`src/rtl/fmtmr_pkg.sv`:
```
package fmtmr_pkg;
    localparam int TA_W = 10;
    localparam int TB_W = 8;
    localparam int TB_DIV = 16;
    localparam int HI_W = TA_W - 2;

    typedef enum logic [1:0] {
        SEL_A_HI = 2'd0,
        SEL_A_LO = 2'd1,
        SEL_B    = 2'd2,
        SEL_CTRL = 2'd3
    } reg_sel_e;

    typedef struct packed {
        logic clr_b;
        logic clr_a;
        logic ie_b;
        logic ie_a;
        logic run_b;
        logic run_a;
    } ctrl_t;

    function automatic logic [TA_W-1:0] join_a(input logic [HI_W-1:0] hi,
                                               input logic [1:0] lo);
        return {hi, lo};
    endfunction
endpackage

```
`src/rtl/tmr_prescaler.sv`:
```
module tmr_prescaler #(
    parameter int DIV = 144
) (
    input  logic clk,
    input  logic rst,
    output logic tick
);
    localparam int CW = (DIV > 2) ? $clog2(DIV) : 1;
    localparam logic [CW-1:0] LAST = CW'(DIV - 1);

    logic [CW-1:0] cnt_q;

    always_ff @(posedge clk) begin
        if (rst)
            cnt_q <= '0;
        else if (cnt_q == LAST)
            cnt_q <= '0;
        else
            cnt_q <= cnt_q + 1'b1;
    end

    assign tick = (cnt_q == LAST);


    single_tick_chk: assert property (@(posedge clk) disable iff (rst)
        tick |=> !tick);
endmodule

```
`src/rtl/tmr_core.sv`:
```
module tmr_core #(
    parameter int W = 10,
    parameter int DIV = 1
) (
    input  logic         clk,
    input  logic         rst,
    input  logic         strobe,
    input  logic         start,
    input  logic         run,
    input  logic [W-1:0] load,
    output logic         ovf
);
    localparam logic [W-1:0] TOP = '1;

    logic         adv;
    logic [W-1:0] cnt_q;

    generate
        if (DIV > 1) begin : g_div
            localparam int DW = $clog2(DIV);
            localparam logic [DW-1:0] DLAST = DW'(DIV - 1);
            logic [DW-1:0] div_q;
            always_ff @(posedge clk) begin
                if (rst || start)
                    div_q <= '0;
                else if (run && strobe)
                    div_q <= (div_q == DLAST) ? '0 : div_q + 1'b1;
            end
            assign adv = strobe && (div_q == DLAST);
        end else begin : g_nodiv
            assign adv = strobe;
        end
    endgenerate

    always_ff @(posedge clk) begin
        if (rst)
            cnt_q <= '0;
        else if (start)
            cnt_q <= load;
        else if (run && adv)
            cnt_q <= (cnt_q == TOP) ? load : cnt_q + 1'b1;
    end

    assign ovf = run && adv && !start && (cnt_q == TOP);


    frozen_cnt_chk: assert property (@(posedge clk) disable iff (rst)
        (!run && !start) |=> $stable(cnt_q));


    reload_val_chk: assert property (@(posedge clk) disable iff (rst)
        ovf |=> (cnt_q == $past(load)));


    start_load_chk: assert property (@(posedge clk) disable iff (rst)
        start |=> (cnt_q == $past(load)));
endmodule

```
`src/rtl/fm_timer_top.sv`:
```
module fm_timer_top
    import fmtmr_pkg::*;
#(
    parameter int PRESCALE = 144
) (
    input  logic       clk,
    input  logic       rst,
    input  logic       wr_en,
    input  logic [1:0] wr_sel,
    input  logic [7:0] wr_data,
    output logic       sample_tick,
    output logic       flag_a,
    output logic       flag_b,
    output logic       irq
);
    logic [HI_W-1:0] a_hi_q;
    logic [TA_W-1:0] a_val_q;
    logic [TB_W-1:0] b_val_q;
    logic run_a_q, run_b_q, ie_a_q, ie_b_q;
    logic fa_q, fb_q;
    logic ovf_a, ovf_b, start_a, start_b;
    logic wr_ctl;
    ctrl_t ctl;

    assign ctl    = ctrl_t'(wr_data[5:0]);
    assign wr_ctl = wr_en && (reg_sel_e'(wr_sel) == SEL_CTRL);
    assign start_a = wr_ctl && ctl.run_a && !run_a_q;
    assign start_b = wr_ctl && ctl.run_b && !run_b_q;

    always_ff @(posedge clk) begin
        if (rst) begin
            a_hi_q  <= '0;
            a_val_q <= '0;
            b_val_q <= '0;
            run_a_q <= 1'b0;
            run_b_q <= 1'b0;
            ie_a_q  <= 1'b0;
            ie_b_q  <= 1'b0;
        end else if (wr_en) begin
            unique case (reg_sel_e'(wr_sel))
                SEL_A_HI: a_hi_q  <= wr_data[HI_W-1:0];
                SEL_A_LO: a_val_q <= join_a(a_hi_q, wr_data[1:0]);
                SEL_B:    b_val_q <= wr_data[TB_W-1:0];
                SEL_CTRL: begin
                    run_a_q <= ctl.run_a;
                    run_b_q <= ctl.run_b;
                    ie_a_q  <= ctl.ie_a;
                    ie_b_q  <= ctl.ie_b;
                end
                default: ;
            endcase
        end
    end

    tmr_prescaler #(.DIV(PRESCALE)) u_pre (
        .clk (clk),
        .rst (rst),
        .tick(sample_tick)
    );

    tmr_core #(.W(TA_W), .DIV(1)) u_ta (
        .clk   (clk),
        .rst   (rst),
        .strobe(sample_tick),
        .start (start_a),
        .run   (run_a_q),
        .load  (a_val_q),
        .ovf   (ovf_a)
    );

    tmr_core #(.W(TB_W), .DIV(TB_DIV)) u_tb (
        .clk   (clk),
        .rst   (rst),
        .strobe(sample_tick),
        .start (start_b),
        .run   (run_b_q),
        .load  (b_val_q),
        .ovf   (ovf_b)
    );

    always_ff @(posedge clk) begin
        if (rst) begin
            fa_q <= 1'b0;
            fb_q <= 1'b0;
        end else begin
            if (ovf_a)
                fa_q <= 1'b1;
            else if (wr_ctl && ctl.clr_a)
                fa_q <= 1'b0;
            if (ovf_b)
                fb_q <= 1'b1;
            else if (wr_ctl && ctl.clr_b)
                fb_q <= 1'b0;
        end
    end

    assign flag_a = fa_q;
    assign flag_b = fb_q;
    assign irq    = (fa_q && ie_a_q) || (fb_q && ie_b_q);


    sticky_a_chk: assert property (@(posedge clk) disable iff (rst)
        (flag_a && !(wr_ctl && ctl.clr_a)) |=> flag_a);


    sticky_b_chk: assert property (@(posedge clk) disable iff (rst)
        (flag_b && !(wr_ctl && ctl.clr_b)) |=> flag_b);


    staged_hi_chk: assert property (@(posedge clk) disable iff (rst)
        (wr_en && reg_sel_e'(wr_sel) == SEL_A_HI) |=> $stable(a_val_q));


    stopped_a_chk: assert property (@(posedge clk) disable iff (rst)
        !run_a_q |-> !ovf_a);


    quiet_irq_chk: assert property (@(posedge clk) disable iff (rst)
        (!flag_a && !flag_b) |-> !irq);
endmodule

```
`config.mk`:
```
export PLATFORM = sky130hd
export DESIGN_NAME = fm_timer_top
export DESIGN_NICKNAME = d
export VERILOG_FILES = /design/src/rtl/fmtmr_pkg.sv /design/src/rtl/tmr_prescaler.sv /design/src/rtl/tmr_core.sv /design/src/rtl/fm_timer_top.sv
export SDC_FILE = /design/constraint.sdc
export NUM_CORES = 1
export LEC_CHECK = 0
export ABC_CLOCK_PERIOD_IN_PS = 2400
export BUFFER_PORTS_ARGS = -buffer_cell sky130_fd_sc_hd__buf_2
export CAP_MARGIN = 25
export CORE_UTILIZATION = 55
export DETAILED_ROUTE_END_ITERATION = 6
export GPL_TIMING_DRIVEN = 0
export PLACE_DENSITY = 0.8
export RECOVER_POWER = 50
export SLEW_MARGIN = 20
export SYNTH_ARGS = -nofsm -noshare
export SYNTH_HDL_FRONTEND = slang
export SYNTH_HIERARCHICAL = 1
export SYNTH_SLANG_ARGS = --single-unit
```
`constraint.sdc`:
```
create_clock -name clk -period 2.4 [get_ports clk]
set_clock_uncertainty 0.15 [all_clocks]
set_input_delay 0.24 -clock clk [delete_from_list [all_inputs] [get_ports clk]]
set_output_delay 0.24 -clock clk [all_outputs]
set_load 0.01 [all_outputs]
```
==> flow_summary.ini <==
[drt]
topRoutingLayerUsed = met4
ant_nets = 0
wirelength_um = 6930
first_pass_iters = 5
drc = 0
first_iter_violations = 161
wl_met1_um = 3160
vias = 2632
wl_met3_um = 327
wl_met2_um = 3250
drt-vias-per-instance = 5.95
post_drt_wl_per_cell_um = 15.7

[clock_tree]
insertion_delay_ps = 340
path_clk_slew_ps = 70
root_buffer = clkbuf_8
htree_levels = 3
cts_tree = yes
cts.path.max_buffers = 2
cts_sinks = 62
cts_buffers = 9

[logic_synthesis]
synth_flop_cell = dfxtp_1
ys_types = 60
synth_area_um2 = 3090
synth-seq-cells = 62
yosysTopAreaCell = dfxtp_1
netlist_top_cells_area = dfxtp_1, mux2i_1, nand2b_1
ys_async_sr_fraction_pct = 0
syn_inst = 336
yosysTopAreaCellShare_pct = 40.1
seq_area_frac_synth_pct = 40.1
syn_avg_cell_area_um2 = 9.21
yosysWarnings = 6
syn_nets = 353
synth_edf_count = 0

[timing]
whs_ps = 70.8
setup_tns_ps = 0
min_period_ps = 2310
rsz0062_at_grt = false
setup_viol = 0
fmax_mhz = 433
relSlewSlack_pct = 54.4
layout_setup_ws_ps = 90.4
finalMaxSlewViolations = 0
min_period_over_period_pct = 96.2
worstMarginPinSlew_ps = 682
finalHoldViolCount = 0

[die]
rows = 26
die_x_um = 77.0
ioPinCount = 17
die_h_um = 77.0
initial_core_util_pct = 58.7
core_um2 = 5270
dieArea_um2 = 5930

[pwr]
power_switching_mw = 0.512
intPower_mw = 1.94
finalPower_mw = 2.45
pwr-share-clk_pct = 50.3
swShare_pct = 20.9
leakagePower_nw = 1.42
p_seq_share_pct = 43.9
peakVddDrop_uv = 588
power_frac_comb_pct = 5.8
powerDensity_nw_per_um2 = 682

[global_route]
antenna_found_initial = 0
grt_pass1_vias = 2480
grt_pass1_wl_um = 11600
grt_max_degree = 14
track_usage_pct = 24.9
overflow = 0

[placed_design]
portBuffers = 16
dpl.hpwl_um = 4750
gp_congestion = 0.880
pre_cts_slack_ps = -298
placed_cell_area_um2 = 3260
placedCellCount = 422

[finish]
syn_to_final_growth_pct = 16.3
fill_cells = 437
final_area_um2 = 3600
nets = 384
post-route-util_pct = 68.3
drive_gt1_share_pct = 15.3
antenna_cells = 0
layout.cells.non_filler = 442

[setup_path]
critPathKind = reg2reg
path_max_fanout = 6
worstPathRequired_ps = 2490
endpoint_kind = flip-flop
critical_path_arrival_ps = 2400
cp-start-kind = flip-flop

[min_path]
hold_path_class = in2reg

[run_status]
status = finished, final reports clean

[job]
maxCapViolations = 0
==> synth_stat cells, types with 2 or more instances <==
cell and n:
a31oi_1 7, dfxtp_1 62, inv_1 7, or3_1 5, o21ai_0 9, a2bb2oi_1 2
and3_1 4, a32oi_1 3, and4_4 2, nand2_1 19, xor2_1 5, nor3b_1 2
xnor2_1 3, a211oi_1 2, and2_1 4, a311oi_1 3, nor3_1 11, o311ai_0 2
clkbuf_1 7, o22ai_1 2, mux2i_1 32, ha_1 4, and3_2 2, a21o_1 4
o31ai_1 2, nand3b_1 2, nand2b_1 39, nand4_1 4, nand3_1 22, nor2_1 16
buf_6 3, nor4_1 5, a21oi_1 13
==> what timing repair did <==
item / 4_1_cts / 5_1_grt
hold endpoints to repair: 2 / 0
hold buffers: 2 / 0
endpoints found under the setup margin: 11 / 4
gates resized for setup: 3 / 8
buffers inserted: 2 / 0
pin swaps: 1 / 6
==> cells by family after synthesis <==
| kind of cell | count (synthesis) | share of synthesized area, % |
|---|---|---|
| AND/OR/NAND/NOR | 150 | 28.6 |
| flip-flops | 62 | 40.1 |
| AO/OA/AOI/OAI | 60 | 13.8 |
| multiplexers | 32 | 10.4 |
| buffers and inverters | 20 | 3.24 |
| XOR/XNOR | 8 | 2.27 |
| adder cells (fa/ha/maj) | 4 | 1.62 |
==> flip-flops by register name (all words and copies together), names as in the netlist <==
name,cells
a_val_q,10
flag_b,1
flag_a,1
u_tb/g_div.div_q,4
u_pre/cnt_q,8
u_ta/cnt_q,10
b_val_q,8
run_b_q,1
a_hi_q,8
ie_a_q,1
run_a_q,1
u_tb/cnt_q,8
ie_b_q,1
==> power groups by stage <==
stage                     registers (mW)  logic [mW]  clock network [mW]
final                               1.08       0.142                1.23
after global placement              1.10       0.133                   0
after detailed placement            1.10       0.138                   0
after CTS                           1.08       0.141                1.24
after floorplan                     1.09      0.0971                   0
after global routing                1.08       0.156                1.29
==> routing by layer <==
metal / GRT usage, % / vias up
li1: - / 1297
met3: 6.07 / 19
met1: 31.5 / 1221
met2: 39.8 / 95
met4: 11.7 / 0
met5: 0 / -
==> worst max-delay path, cell delays in order (launching register included) <==
cell      delay [ps]
dfxtp_1          340
or4b_4           590
nor2_4           230
and4_4           300
nand4_4          130
nor3_4           180
nor2_1            60
a311oi_1         250
==> area by class of cell <==
| cell class | instances | area (um^2) | share of cell area [%] |
|---|---|---|---|
| multi-input cells | 254 | 1790 | 49.7 |
| plain buffers | 12 | 70.1 | 1.95 |
| inverters | 8 | 30.0 | 0.834 |
| well taps | 70 | 87.6 | 2.43 |
| clock buffers | 10 | 138 | 3.82 |
| clock inverters | 6 | 133 | 3.69 |
| flip-flops and latches | 62 | 1240 | 34.5 |
| repair buffers | 20 | 113 | 3.13 |
==> layout by cell type, fill, tap and decap left out, drive strengths merged, types with 4 or more instances in the layout <==
cell type   n
a21o        5
a21oi      13
a31oi       7
and2        4
and3        7
and4        4
buf        20
bufinv      4
clkbuf     20
dfxtp      62
ha          4
inv         7
mux2i      32
nand2      19
nand2b     39
nand3      23
nand4       5
nor2       16
nor3       11
nor4        5
o21ai       9
or3         6
xor2        5
==> worst paths after layout <==
check / from / end / slack [ps] / cells after the start
hold reg to reg: u_pre/cnt_q[0]$_SDFF_PP0_ / u_pre/cnt_q[0]$_SDFF_PP0_ / 300 / 1
setup reg to reg: u_pre/cnt_q[6]$_SDFF_PP0_ / flag_b$_SDFFE_PP0P_ / 90 / 7
setup / recovery: u_pre/cnt_q[6]$_SDFF_PP0_ / flag_b$_SDFFE_PP0P_ / 90 / 7
hold / removal: wr_data[6] / b_val_q[6]$_SDFFE_PP0P_ / 70 / 3
(Power assumes the default switching activity.)
